## config.mk

```make
export PLATFORM = sky130hd
export DESIGN_NAME = ir_msg_filter_irq
export DESIGN_NICKNAME = d
export VERILOG_FILES = /design/src/rtl/ir_flt_pkg.sv /design/src/rtl/ir_flt_compare.sv /design/src/rtl/ir_flt_regs.sv /design/src/rtl/ir_flt_irq.sv /design/src/rtl/ir_msg_filter_irq.sv
export SDC_FILE = /design/constraint.sdc
export NUM_CORES = 1
export LEC_CHECK = 0
export CAP_MARGIN = 15
export CORE_ASPECT_RATIO = 1.4
export CORE_MARGIN = 2
export CORE_UTILIZATION = 60
export CTS_CLUSTER_SIZE = 14
export DETAILED_ROUTE_END_ITERATION = 8
export DONT_BUFFER_PORTS = 1
export PLACE_DENSITY_LB_ADDON = 0.25
export SLEW_MARGIN = 20
export SYNTH_ARGS = -nofsm -noshare
export SYNTH_HDL_FRONTEND = slang
export SYNTH_HIERARCHICAL = 1
export SYNTH_SLANG_ARGS = --single-unit
```

## constraint.sdc

```tcl
create_clock -name clk -period 11.02 [get_ports clk]
set_clock_uncertainty 0.15 [all_clocks]
set_input_delay 1.653 -clock clk [delete_from_list [all_inputs] [get_ports clk]]
set_output_delay 1.653 -clock clk [all_outputs]
set_load 0.05 [all_outputs]
```

## src/rtl/ir_flt_pkg.sv

```systemverilog
`timescale 1ns/1ps
package ir_flt_pkg;

    // Interrupt cause vector; the packing puts edge_det at bit 0.
    typedef struct packed {
        logic data2_valid;
        logic data_valid;
        logic match;
        logic edge_det;
    } irq_vec_t;

    localparam int IRQ_W = $bits(irq_vec_t);

    typedef enum logic [3:0] {
        SEL_NONE,
        SEL_FDATA,
        SEL_FMASK,
        SEL_IEN,
        SEL_IPEND,
        SEL_ICLR,
        SEL_STAT,
        SEL_RXA,
        SEL_RXB
    } reg_sel_e;

    typedef struct packed {
        reg_sel_e   sel;
        logic [7:0] word;
    } reg_dec_t;

    // Address layout scales with the number of words per message.
    function automatic reg_dec_t decode_addr(input int unsigned a, input int unsigned nw);
        reg_dec_t d;
        d.sel  = SEL_NONE;
        d.word = '0;
        if (a < nw) begin
            d.sel  = SEL_FDATA;
            d.word = 8'(a);
        end else if (a < 2 * nw) begin
            d.sel  = SEL_FMASK;
            d.word = 8'(a - nw);
        end else if (a == 2 * nw) begin
            d.sel = SEL_IEN;
        end else if (a == 2 * nw + 1) begin
            d.sel = SEL_IPEND;
        end else if (a == 2 * nw + 2) begin
            d.sel = SEL_ICLR;
        end else if (a == 2 * nw + 3) begin
            d.sel = SEL_STAT;
        end else if (a < 3 * nw + 4) begin
            d.sel  = SEL_RXA;
            d.word = 8'(a - 2 * nw - 4);
        end else if (a < 4 * nw + 4) begin
            d.sel  = SEL_RXB;
            d.word = 8'(a - 3 * nw - 4);
        end
        return d;
    endfunction

    function automatic logic irq_active(input irq_vec_t p, input irq_vec_t e);
        return |(p & e);
    endfunction

endpackage

```

## src/rtl/ir_flt_compare.sv

```systemverilog
`timescale 1ns/1ps
module ir_flt_compare #(
    parameter int DATA_W = 64,
    parameter int REG_W  = 32
) (
    input  logic [DATA_W-1:0] data,
    input  logic [DATA_W-1:0] flt_value,
    input  logic [DATA_W-1:0] flt_mask,
    output logic              hit
);
    localparam int NWORDS = DATA_W / REG_W;

    logic [NWORDS-1:0] word_miss;
    logic [NWORDS-1:0] word_armed;

    for (genvar w = 0; w < NWORDS; w++) begin : g_word
        logic [REG_W-1:0] diff;
        assign diff          = (data[w*REG_W +: REG_W] ^ flt_value[w*REG_W +: REG_W])
                               & flt_mask[w*REG_W +: REG_W];
        assign word_miss[w]  = |diff;
        assign word_armed[w] = |flt_mask[w*REG_W +: REG_W];
    end

    // An empty mask disarms matching entirely.
    assign hit = (|word_armed) && !(|word_miss);

endmodule

```

## src/rtl/ir_flt_regs.sv

```systemverilog
`timescale 1ns/1ps
module ir_flt_regs
    import ir_flt_pkg::*;
#(
    parameter int DATA_W = 64,
    parameter int REG_W  = 32,
    parameter int LEN_W  = 7
) (
    input  logic              clk,
    input  logic              rst,
    input  logic              wr_en,
    input  reg_dec_t          dec,
    input  logic [REG_W-1:0]  wdata,
    input  logic              msg_valid,
    input  logic [DATA_W-1:0] msg_data,
    input  logic [LEN_W-1:0]  msg_len,
    input  logic              msg2_valid,
    input  logic [DATA_W-1:0] msg2_data,
    output logic [DATA_W-1:0] flt_value,
    output logic [DATA_W-1:0] flt_mask,
    output logic [DATA_W-1:0] rxa_data,
    output logic [DATA_W-1:0] rxb_data,
    output logic [LEN_W-1:0]  rxa_len,
    output logic              stat_a,
    output logic              stat_b
);
    localparam int NWORDS = DATA_W / REG_W;

    logic [REG_W-1:0] val_w  [NWORDS];
    logic [REG_W-1:0] mask_w [NWORDS];

    for (genvar w = 0; w < NWORDS; w++) begin : g_flt
        always_ff @(posedge clk) begin
            if (rst) begin
                val_w[w]  <= '0;
                mask_w[w] <= '0;
            end else if (wr_en && dec.word == 8'(w)) begin
                if (dec.sel == SEL_FDATA) val_w[w]  <= wdata;
                if (dec.sel == SEL_FMASK) mask_w[w] <= wdata;
            end
        end
        assign flt_value[w*REG_W +: REG_W] = val_w[w];
        assign flt_mask[w*REG_W +: REG_W]  = mask_w[w];
    end

    logic stat_wr;
    assign stat_wr = wr_en && (dec.sel == SEL_STAT);

    always_ff @(posedge clk) begin
        if (rst) begin
            rxa_data <= '0;
            rxa_len  <= '0;
            rxb_data <= '0;
            stat_a   <= 1'b0;
            stat_b   <= 1'b0;
        end else begin
            if (msg_valid) begin
                rxa_data <= msg_data;
                rxa_len  <= msg_len;
            end
            if (msg2_valid) rxb_data <= msg2_data;
            // A new frame outranks a same-cycle acknowledge.
            if (msg_valid)                  stat_a <= 1'b1;
            else if (stat_wr && !wdata[0])  stat_a <= 1'b0;
            if (msg2_valid)                 stat_b <= 1'b1;
            else if (stat_wr && !wdata[1])  stat_b <= 1'b0;
        end
    end

    p_stat_set_r10: assert property (@(posedge clk) disable iff (rst)
        msg_valid |=> stat_a);

    p_stat_one_noeffect_r9: assert property (@(posedge clk) disable iff (rst)
        (!stat_a && !msg_valid) |=> !stat_a);

    p_stat2_set_r9: assert property (@(posedge clk) disable iff (rst)
        msg2_valid |=> stat_b);

endmodule

```

## src/rtl/ir_flt_irq.sv

```systemverilog
`timescale 1ns/1ps
module ir_flt_irq
    import ir_flt_pkg::*;
(
    input  logic             clk,
    input  logic             rst,
    input  irq_vec_t         ev,
    input  logic             ien_wr,
    input  logic             iclr_wr,
    input  logic [IRQ_W-1:0] wbits,
    output irq_vec_t         pend,
    output irq_vec_t         en,
    output logic             irq
);
    irq_vec_t clr_vec;

    always_comb begin
        clr_vec = '0;
        if (iclr_wr) clr_vec = irq_vec_t'(wbits);
    end

    always_ff @(posedge clk) begin
        if (rst) begin
            pend <= '0;
            en   <= '0;
        end else begin
            pend <= (pend & ~clr_vec) | ev;
            if (ien_wr) en <= irq_vec_t'(wbits);
        end
    end

    assign irq = irq_active(pend, en);

    p_set_wins_r8: assert property (@(posedge clk) disable iff (rst)
        ev.data_valid |=> pend.data_valid);

    p_clear_r7: assert property (@(posedge clk) disable iff (rst)
        (clr_vec.data_valid && !ev.data_valid) |=> !pend.data_valid);

    p_irq_needs_en_r6: assert property (@(posedge clk) disable iff (rst)
        irq |-> (en != '0));

    p_no_spurious_r4: assert property (@(posedge clk) disable iff (rst)
        (!pend.edge_det && !ev.edge_det) |=> !pend.edge_det);

endmodule

```

## src/rtl/ir_msg_filter_irq.sv

```systemverilog
`timescale 1ns/1ps
module ir_msg_filter_irq
    import ir_flt_pkg::*;
#(
    parameter int DATA_W = 64,
    parameter int REG_W  = 32,
    parameter int LEN_W  = 7,
    parameter int ADDR_W = 8
) (
    input  logic              clk,
    input  logic              rst,
    input  logic              msg_valid,
    input  logic [DATA_W-1:0] msg_data,
    input  logic [LEN_W-1:0]  msg_len,
    input  logic              msg2_valid,
    input  logic [DATA_W-1:0] msg2_data,
    input  logic              ir_edge,
    input  logic              reg_wr,
    input  logic [ADDR_W-1:0] reg_addr,
    input  logic [REG_W-1:0]  reg_wdata,
    output logic [REG_W-1:0]  reg_rdata,
    output logic              irq
);
    localparam int NWORDS  = DATA_W / REG_W;
    localparam int LEN_LSB = 8;

    reg_dec_t          dec;
    logic [DATA_W-1:0] flt_value, flt_mask, rxa_data, rxb_data;
    logic [LEN_W-1:0]  rxa_len;
    logic              stat_a, stat_b, hit;
    irq_vec_t          ev, pend, en;

    always_comb dec = decode_addr(32'(reg_addr), NWORDS);

    ir_flt_regs #(.DATA_W(DATA_W), .REG_W(REG_W), .LEN_W(LEN_W)) u_regs (
        .clk        (clk),
        .rst        (rst),
        .wr_en      (reg_wr),
        .dec        (dec),
        .wdata      (reg_wdata),
        .msg_valid  (msg_valid),
        .msg_data   (msg_data),
        .msg_len    (msg_len),
        .msg2_valid (msg2_valid),
        .msg2_data  (msg2_data),
        .flt_value  (flt_value),
        .flt_mask   (flt_mask),
        .rxa_data   (rxa_data),
        .rxb_data   (rxb_data),
        .rxa_len    (rxa_len),
        .stat_a     (stat_a),
        .stat_b     (stat_b)
    );

    ir_flt_compare #(.DATA_W(DATA_W), .REG_W(REG_W)) u_cmp (
        .data      (msg_data),
        .flt_value (flt_value),
        .flt_mask  (flt_mask),
        .hit       (hit)
    );

    always_comb begin
        ev.edge_det    = ir_edge;
        ev.match       = msg_valid && hit;
        ev.data_valid  = msg_valid;
        ev.data2_valid = msg2_valid;
    end

    ir_flt_irq u_irq (
        .clk     (clk),
        .rst     (rst),
        .ev      (ev),
        .ien_wr  (reg_wr && dec.sel == SEL_IEN),
        .iclr_wr (reg_wr && dec.sel == SEL_ICLR),
        .wbits   (reg_wdata[IRQ_W-1:0]),
        .pend    (pend),
        .en      (en),
        .irq     (irq)
    );

    always_comb begin
        reg_rdata = '0;
        case (dec.sel)
            SEL_FDATA: reg_rdata = flt_value[dec.word*REG_W +: REG_W];
            SEL_FMASK: reg_rdata = flt_mask[dec.word*REG_W +: REG_W];
            SEL_RXA:   reg_rdata = rxa_data[dec.word*REG_W +: REG_W];
            SEL_RXB:   reg_rdata = rxb_data[dec.word*REG_W +: REG_W];
            SEL_IEN:   reg_rdata[IRQ_W-1:0] = en;
            SEL_IPEND: reg_rdata[IRQ_W-1:0] = pend;
            SEL_STAT: begin
                reg_rdata[0]                 = stat_a;
                reg_rdata[1]                 = stat_b;
                reg_rdata[LEN_LSB +: LEN_W]  = rxa_len;
            end
            default:   reg_rdata = '0;
        endcase
    end

    p_match_r2: assert property (@(posedge clk) disable iff (rst)
        (msg_valid && hit) |=> pend.match);

    p_zero_mask_r3: assert property (@(posedge clk) disable iff (rst)
        (msg_valid && flt_mask == '0 && !pend.match) |=> !pend.match);

    p_valid_set_r4: assert property (@(posedge clk) disable iff (rst)
        msg2_valid |=> pend.data2_valid);

endmodule

```

==> impl_metrics.env, run 1 <==
export IMPL_yosysTopAreaCellShare=0.2869
export IMPL_portBuffers=0
export IMPL_fin_nets=1395
export IMPL_relSlewSlack=0.2196
export IMPL_layout_drive_gt1_share=0.09261
export IMPL_min_path_type="reg -> reg"
export IMPL_synth_area_per_cell_sq_um=10.70
export IMPL_total_power_mw=2.268
export IMPL_antenna_found_initial=0
export IMPL_start_util=0.6129
export IMPL_cts_sinks=273
export IMPL_post_route_drc_count=0
export IMPL_critPathLaunchType="primary input"
export IMPL_power_density_nw_per_um2=157.1
export IMPL_grt_total_usage=0.3568
export IMPL_met1_length_mm=16.15
export IMPL_htreeDepth=1
export IMPL_rows=64
export IMPL_drt_initial_drc_count=1409
export IMPL_vias_per_cell=6.704
export IMPL_syn_inst=1252
export IMPL_die_height_um=180.8
export IMPL_placedCellCount=1479
export IMPL_dr_wl_met3_mm=5.113
export IMPL_yosys_top_cells_area="edfxtp_1 29%, dfxtp_1 22%, mux2i_1 15%"
export IMPL_synth_main_ff_cell="dfxtp_1"
export IMPL_hold_viol=0
export IMPL_reg2reg_slack_ns=8.15
export IMPL_core_sq_um=21860
export IMPL_clockRootBuffer="clkbuf_16"
export IMPL_num_antenna_cells=0
export IMPL_yosys_register_bits=273
export IMPL_instances_no_fill=1528
export IMPL_min_from="u_regs/rxa_data[45]"
export IMPL_syn_cell_area_sq_um=13400
export IMPL_p_leak_nw=5.287
export IMPL_worst_path_max_fanout=63
export IMPL_power_frac_seq=0.514
export IMPL_worstPathRequired_ns=9.22
export IMPL_synthToLayoutAreaGrowth_pct=7.751
export IMPL_fin_tns_setup_ns=0
export IMPL_holdPathStages=2
export IMPL_r2r_end="u_irq/pend[1]"
export IMPL_grt_pass1_vias=9772
export IMPL_rsz0062_at_grt="false"
export IMPL_pwr_share_clk=0.411
export IMPL_top_layer="met4"
export IMPL_maxSlewViolCount=0
export IMPL_synth_distinct_cells=61
export IMPL_dpl_cell_area_sq_um=13530
export IMPL_first_pass_iters=5
export IMPL_crit_path_end_kind="output pin"
export IMPL_synth_top_area_cell="edfxtp_1"
export IMPL_setup_viol=0
export IMPL_fin_crit_ns=7.328
export IMPL_async_flop_share=0
export IMPL_cp_arrival_ns=5.52
export IMPL_p_int_mw=1.723
export IMPL_ys_seq_area_frac=0.5035
export IMPL_timing_fmax_ghz=0.1365
export IMPL_synth_edf_count=128
export IMPL_vdd_drop_max_mv=0.1558
export IMPL_stdcell_area_sq_um=14440
export IMPL_place_hpwl_mm=29.55
export IMPL_avgRoutedWirePerCell_um=27.98
export IMPL_clockBufferDepth=3
export IMPL_ios=214
export IMPL_period_share=0.6650
export IMPL_combPwrFrac=0.075
export IMPL_clk_latency_ns=0.55
export IMPL_cp_endpoint="reg_rdata[26]"
export IMPL_worst_slew_pin_slew_ns=1.171
export IMPL_numCtsBuffers=27
export IMPL_wl_met2_mm=18.75
export IMPL_crit_start="reg_addr[4]"
export IMPL_crit_type="in -> out"
export IMPL_cts_setup_buffers=0
export IMPL_antenna_left=0
export IMPL_yosysWarnings=6
export IMPL_cts_tree="yes"
export IMPL_die_area_sq_um=23560
export IMPL_grt_overflow=0
export IMPL_routabilityCongestion=0.9824
export IMPL_clkTransAtPathRegs_ns=0.06
export IMPL_p_switching_mw=0.5450
export IMPL_outcome="finished, final reports clean"
export IMPL_routed_wl_mm=42.75
export IMPL_cap_violations=0
export IMPL_grt_max_degree=151
export IMPL_reg2reg_depth=9
export IMPL_reg2reg_from="u_regs/val_w[0][19]"
export IMPL_layout_common_cells="291 x nor2_1, 201 x mux2i_1, 145 x dfxtp_1"
export IMPL_cts_resized=0
export IMPL_switching_share=0.2403
export IMPL_layout_commonest_cell="nor2_1"
export IMPL_vias=10240
export IMPL_die_x_um=130.3
export IMPL_grt_pass1_wl_mm=62.18
export IMPL_cts_hold_buffers_added=0
==> worst max-delay path, cell delays in order <==
cell and delay [ns]:
nor4_4 0.52, nand2_2 0.41, inv_4 0.81, buf_4 0.72, mux4_2 0.58, o311ai_0 0.15, o221ai_1 0.66
==> how the worst min path moves through the flow <==
stage                                endpoint
after detailed placement        u_regs/stat_a
after global placement          u_regs/stat_a
after floorplan                 u_regs/stat_a
after CTS                       u_regs/stat_a
final                     u_regs/rxa_data[45]
after global routing            u_irq/pend[2]
==> flip-flops by register name (all words and copies together) (netlist names) <==
| signal | count |
|---|---|
| u_regs/mask_w | 64 |
| u_regs/rxb_data | 64 |
| u_irq/pend | 4 |
| u_regs/stat_a | 1 |
| u_regs/stat_b | 1 |
| u_regs/rxa_len | 7 |
| u_regs/rxa_data | 64 |
| u_regs/val_w | 64 |
| u_irq/en | 4 |
==> kinds of logic after synthesis <==
| group | after synthesis | synth area share |
|---|---|---|
| and+or+nand+nor | 454 | 0.1471 |
| buffers and inverters | 91 | 0.03212 |
| adders and majority gates | 3 | 0.002802 |
| other | 1 | 0.0002799 |
| muxes | 228 | 0.1880 |
| AOI/OAI and AO/OA | 136 | 0.08311 |
| DFF | 273 | 0.5035 |
| xor gates and xnor gates | 66 | 0.04314 |
==> synthesized netlist by cell type (3+ instances only) <==
| cell type | count |
|---|---|
| nor2_1 | 291 |
| mux2i_1 | 201 |
| dfxtp_1 | 145 |
| edfxtp_1 | 128 |
| nand2_1 | 72 |
| xor2_1 | 65 |
| clkbuf_1 | 33 |
| buf_2 | 31 |
| a22oi_1 | 20 |
| nor4_1 | 19 |
| a21oi_1 | 18 |
| mux4_2 | 18 |
| nand3_1 | 17 |
| o221ai_1 | 16 |
| o311ai_0 | 16 |
| nor3_1 | 14 |
| a22o_1 | 13 |
| inv_1 | 11 |
| mux2_2 | 9 |
| nand4_1 | 9 |
| a221oi_2 | 8 |
| or4_1 | 7 |
| a221oi_1 | 6 |
| o21ai_0 | 6 |
| o22a_1 | 6 |
| a311oi_1 | 5 |
| buf_1 | 5 |
| buf_4 | 5 |
| nor2b_1 | 5 |
| buf_6 | 4 |
| a31o_2 | 3 |
| and3_1 | 3 |
| ha_1 | 3 |
| nand2b_1 | 3 |
| nor3b_1 | 3 |
| o22ai_1 | 3 |
==> metrics by stage <==
step	worst slack, ns	hold WS [ns]	utilization
2_1_floorplan	4.823	0.3034	-
3_3_place_gp	3.791	0.3165	0.6162
3_5_place_dp	3.712	0.3285	0.6188
4_1_cts	3.714	0.3407	0.6598
5_1_grt	3.488	0.3638	0.6604
6_report	3.692	0.3440	0.6604
==> layout make-up <==
class | instances | area, sq um
clock inverter | 12 | 98.84
inverter | 12 | 47.55
sequential | 273 | 6746
fill | 1712 | 7423
multi-input combinational | 890 | 6324
timing repair buffer | 7 | 52.55
clock buffer | 37 | 797.0
tap | 297 | 371.6
==> routing by layer <==
| layer | vias up | global-route usage |
|---|---|---|
| li1 | 4450 | - |
| met1 | 4901 | 0.4940 |
| met2 | 738 | 0.5357 |
| met3 | 155 | 0.07077 |
| met4 | 0 | 0.1746 |
| met5 | - | 0 |
==> power groups by stage <==
stage | registers (mW) | clock network, mW | logic, mW
after floorplan | 1.16 | 0 | 0.147
final | 1.17 | 0.933 | 0.170
after CTS | 1.16 | 0.936 | 0.166
after global placement | 1.18 | 0 | 0.160
after detailed placement | 1.18 | 0 | 0.165
after global routing | 1.17 | 0.978 | 0.180
Note: power is estimated with default switching activity, not from simulation.
==> run 2, diff against run 1 <==
--- a/config.mk
+++ b/config.mk
@@ -8,7 +8,7 @@
 export CAP_MARGIN = 15
 export CORE_ASPECT_RATIO = 1.4
 export CORE_MARGIN = 2
-export CORE_UTILIZATION = 60
+export CORE_UTILIZATION = 58
 export CTS_CLUSTER_SIZE = 14
 export DETAILED_ROUTE_END_ITERATION = 8
 export DONT_BUFFER_PORTS = 1
==> constraint.sdc (replaced) <==
create_clock -name clk -period 6.2 [get_ports clk]
set_clock_uncertainty 0.15 [all_clocks]
set_input_delay 0.93 -clock clk [delete_from_list [all_inputs] [get_ports clk]]
set_output_delay 0.93 -clock clk [all_outputs]
set_load 0.05 [all_outputs]
==> impl_metrics.env, run 2 (synthesized netlist as in run 1, its figures left out) <==
export IMPL_cts_tree="yes"
export IMPL_hold_viol=0
export IMPL_htreeDepth=1
export IMPL_min_path_type="in -> reg"
export IMPL_crit_type="in -> out"
export IMPL_regArea_sq_um=6746
export IMPL_power_density_nw_per_um2=275.0
export IMPL_routed_wl_mm=42.93
export IMPL_timing_fmax_ghz=0.1956
export IMPL_grt_pass1_vias=10120
export IMPL_met3_usage=0.07720
export IMPL_place_hpwl_mm=29.94
export IMPL_rsz0062_at_grt="false"
export IMPL_antenna_found_initial=1
export IMPL_period_share=0.8248
export IMPL_worst_slew_pin_slew_ns=1.174
export IMPL_grt_total_usage=0.3462
export IMPL_synthToLayoutAreaGrowth_pct=8.199
export IMPL_antenna_left=0
export IMPL_numCtsBuffers=27
export IMPL_critPathMaxStageDelay_ns=0.73
export IMPL_critPathLaunchType="primary input"
export IMPL_core_sq_um=22610
export IMPL_grt_util_met1=0.4608
export IMPL_stdcell_area_sq_um=14500
export IMPL_avgRoutedWirePerCell_um=27.70
export IMPL_cap_violations=0
export IMPL_die_area_sq_um=24350
export IMPL_worst_path_max_fanout=40
export IMPL_grt_max_degree=151
export IMPL_placedCellCount=1501
export IMPL_post_route_drc_count=0
export IMPL_worstPathRequired_ns=5.12
export IMPL_first_pass_iters=5
export IMPL_routabilityCongestion=0.9539
export IMPL_maxSlewViolCount=0
export IMPL_path_delay_family="simple AND/OR/NAND/NOR gates"
export IMPL_dpl_cell_area_sq_um=13640
export IMPL_grt_util_met2=0.5293
export IMPL_cp_cell_sequence="nor4_4, nand2_2, inv_4, nor2_1, a221o_1, or4_1"
export IMPL_layout_drive_gt1_share=0.08974
export IMPL_nFillCells=1845
export IMPL_fin_crit_ns=5.114
export IMPL_cts_setup_buffers=0
export IMPL_clockBufferDepth=3
export IMPL_fin_util=0.6412
export IMPL_multiInputGateArea_sq_um=6254
export IMPL_cts_resized=0
export IMPL_layout_common_cells="291 x nor2_1, 201 x mux2i_1, 145 x dfxtp_1"
export IMPL_outcome="finished, final reports clean"
export IMPL_layout_commonest_cell="nor2_1"
export IMPL_slowest_stage="or4_1"
export IMPL_portBuffers=0
export IMPL_vias_per_cell=6.695
export IMPL_ios=214
export IMPL_busiest_layer="met2"
export IMPL_clkTransAtPathRegs_ns=0.06
export IMPL_drt_initial_drc_count=1380
export IMPL_setup_viol=0
export IMPL_total_power_mw=3.986
export IMPL_cts_hold_buffers_added=0
export IMPL_vias=10380
export IMPL_die_height_um=183.8
export IMPL_rows=65
export IMPL_relSlewSlack=0.2173
export IMPL_cts_sinks=273
export IMPL_die_x_um=132.5
export IMPL_crit_path_end_kind="output pin"
export IMPL_start_util=0.5926
export IMPL_fin_nets=1413
export IMPL_p_leak_nw=5.339
export IMPL_grt_overflow=0
export IMPL_cp_arrival_ns=4.03
export IMPL_fin_tns_setup_ns=0
export IMPL_clk_latency_ns=0.54
export IMPL_instances_no_fill=1550
export IMPL_critPathBufInv=1
export IMPL_grt_pass1_wl_mm=63.26
export IMPL_clockRootBuffer="clkbuf_16"
export IMPL_vdd_drop_max_mv=0.2437
run 2: cell count changes in the layout (fill, tap and decap cells not counted), moves of 2 or more:
cell	previous run	this run
buf_4	7	23
buf_12	0	2
o221ai_2	9	0
inv_4	4	1
clkbuf_8	4	2
clkinv_2	5	2
o221ai_1	7	16
clkbuf_1	3	11
run 2: path summary, 6_finish.rpt:
check | start | endpoint | slack (ns) | cells after the start
worst max-delay path | reg_addr[4] | reg_rdata[3] | 1.09 | 6
worst min register to register | u_regs/rxa_data[41] | u_regs/rxa_data[41] | 0.34 | 2
worst min-delay path | rst | u_irq/en[1] | 0.32 | 1
worst max register to register | u_regs/val_w[0][19] | u_irq/pend[1] | 3.36 | 9
run 2: report_power, final:
part	internal (mW)	switching (mW)	total, mW
clock network	0.935	0.678	1.61
logic	0.135	0.167	0.301
registers	1.98	0.0878	2.07
run 2: final cells by class:
type | instances | area share
inverters | 12 | 0.003280
well taps | 301 | 0.02598
clock inverters | 7 | 0.006128
diodes | 1 | 0.0001726
clock buffers | 41 | 0.05308
multi-input cells | 890 | 0.4313
flip-flops and latches | 273 | 0.4653
repair buffers | 25 | 0.01467
run 2: routing by layer:
layer / part of all wire / up-vias
li1: - / 4492
met1: 0.39 / 4984
met2: 0.44 / 748
met3: 0.11 / 153
met4: 0.064 / 0
met5: 0 / -
run 2: through the flow:
step	hold WS (ns)	setup slack, ns
floorplan	0.3034	1.449
global placement	0.3163	1.190
detailed placement	0.3257	1.149
CTS	0.3078	1.129
global route	0.3177	0.9172
finish	0.3217	1.086
==> run 3, diff against run 2 <==
==> constraint.sdc (replaced) <==
create_clock -name clk -period 4.62 [get_ports clk]
set_clock_uncertainty 0.15 [all_clocks]
set_input_delay 0.693 -clock clk [delete_from_list [all_inputs] [get_ports clk]]
set_output_delay 0.693 -clock clk [all_outputs]
set_load 0.05 [all_outputs]
==> impl_metrics.env, run 3 (synthesized netlist as in run 1, its figures left out) <==
export IMPL_numCtsBuffers=27
export IMPL_relSlewSlack=0.4123
export IMPL_clk_latency_ns=0.54
export IMPL_reg2reg_slack_ns=1.67
export IMPL_fin_nets=1444
export IMPL_num_antenna_cells=0
export IMPL_grt_total_usage=0.3385
export IMPL_whs_ns=0.08684
export IMPL_timing_fmax_ghz=0.2501
export IMPL_rows=65
export IMPL_die_height_um=183.8
export IMPL_start_util=0.5926
export IMPL_grt_max_degree=151
export IMPL_avgRoutedWirePerCell_um=26.76
export IMPL_cts_setup_buffers=0
export IMPL_total_power_mw=5.273
export IMPL_cts_tree="yes"
export IMPL_vias=10310
export IMPL_layout_drive_gt1_share=0.1134
export IMPL_power_density_nw_per_um2=358.9
export IMPL_nFillCells=1798
export IMPL_fin_crit_ns=3.998
export IMPL_vias_per_cell=6.526
export IMPL_first_pass_iters=5
export IMPL_synthToLayoutAreaGrowth_pct=9.655
export IMPL_reg2reg_depth=9
export IMPL_ios=214
export IMPL_clockBufferDepth=3
export IMPL_r2r_end="u_irq/pend[1]"
export IMPL_setup_viol=0
export IMPL_dpl_cell_area_sq_um=13870
export IMPL_holdPathStages=1
export IMPL_outcome="finished, final reports clean"
export IMPL_cap_violations=0
export IMPL_drt_initial_drc_count=1157
export IMPL_rsz0062_at_grt="false"
export IMPL_grt_util_met2=0.5167
export IMPL_grt_pass1_wl_mm=62.32
export IMPL_routabilityCongestion=1.013
export IMPL_clockRootBuffer="clkbuf_16"
export IMPL_met3_usage=0.07803
export IMPL_cp_arrival_ns=3.15
export IMPL_maxSlewViolCount=0
export IMPL_busiest_layer="met2"
export IMPL_reg2reg_from="u_regs/val_w[0][19]"
export IMPL_worst_slew_pin_slew_ns=0.8705
export IMPL_p_leak_nw=5.500
export IMPL_cts_sinks=273
export IMPL_min_path_type="in -> reg"
export IMPL_vdd_drop_max_mv=0.3566
export IMPL_grt_util_met1=0.4526
export IMPL_place_hpwl_mm=30.02
export IMPL_critPathLaunchType="primary input"
export IMPL_layout_common_cells="291 x nor2_1, 201 x mux2i_1, 145 x dfxtp_1"
export IMPL_antenna_found_initial=1
export IMPL_cts_resized=0
export IMPL_die_x_um=132.5
export IMPL_htreeDepth=1
export IMPL_cts_hold_buffers_added=0
export IMPL_crit_path_end_kind="output pin"
export IMPL_clkTransAtPathRegs_ns=0.06
export IMPL_post_route_drc_count=0
export IMPL_period_share=0.8654
export IMPL_worstPathRequired_ns=3.78
export IMPL_crit_type="in -> out"
export IMPL_routed_wl_mm=42.28
export IMPL_stdcell_area_sq_um=14690
export IMPL_portBuffers=0
export IMPL_worstHoldEndpoint="u_irq/pend[2]"
export IMPL_fin_tns_setup_ns=0
export IMPL_min_from="rst"
export IMPL_layout_commonest_cell="nor2_1"
export IMPL_antenna_left=0
export IMPL_multiInputGateArea_sq_um=6237
export IMPL_grt_overflow=0
export IMPL_worst_path_max_fanout=30
export IMPL_regArea_sq_um=6746
export IMPL_hold_viol=0
export IMPL_die_area_sq_um=24350
export IMPL_core_sq_um=22610
export IMPL_grt_pass1_vias=9942
-- run 3: metrics by stage --
| stage | instances | worst slack (ns) | util |
|---|---|---|---|
| after CTS | 1580 | 0.6840 | 0.6499 |
| after global routing | 1580 | 0.4778 | 0.6499 |
| after global placement | 1532 | 0.7437 | 0.6133 |
| after detailed placement | 1532 | 0.6923 | 0.6133 |
| final | 1580 | 0.6221 | 0.6499 |
| after floorplan | 1254 | 0.3428 | - |
-- run 3: worst max-delay path by stage --
stage | end | cells after the start | startpoint
after floorplan | reg_rdata[20] | 11 | reg_addr[1]
after global placement | reg_rdata[6] | 7 | reg_addr[4]
after detailed placement | reg_rdata[2] | 8 | reg_addr[4]
after CTS | reg_rdata[2] | 8 | reg_addr[4]
after global routing | reg_rdata[29] | 7 | reg_addr[4]
final | reg_rdata[25] | 8 | reg_addr[4]
-- run 3: layout make-up --
class / instances / share of cell area
flip-flops and latches: 273 / 0.4592
well taps: 301 / 0.02563
inverters: 12 / 0.003236
clock buffers: 35 / 0.05126
clock inverters: 13 / 0.005024
multi-input cells: 890 / 0.4245
repair buffers: 56 / 0.03117
-- run 3: power by group --
part / switching, mW / internal, mW
clock network: 0.939 / 1.15
registers: 0.112 / 2.66
logic: 0.225 / 0.185
total: 1.28 / 4.00
-- run 3: critical path, cell delays in order --
cell and delay [ns]:
nor4_4 0.46, nand2_2 0.14, inv_4 0.40, buf_4 0.28, mux4_2 0.51, o311ai_0 0.17, o221ai_1 0.24, buf_4 0.24
-- run 3: per-layer routing --
layer | routed length (um) | vias to the layer above | part of all wire
met5 | 14 | - | 0.00033
met4 | 2449 | 2 | 0.058
met3 | 4660 | 149 | 0.11
met2 | 18860 | 699 | 0.45
met1 | 16300 | 4922 | 0.39
li1 | - | 4539 | -
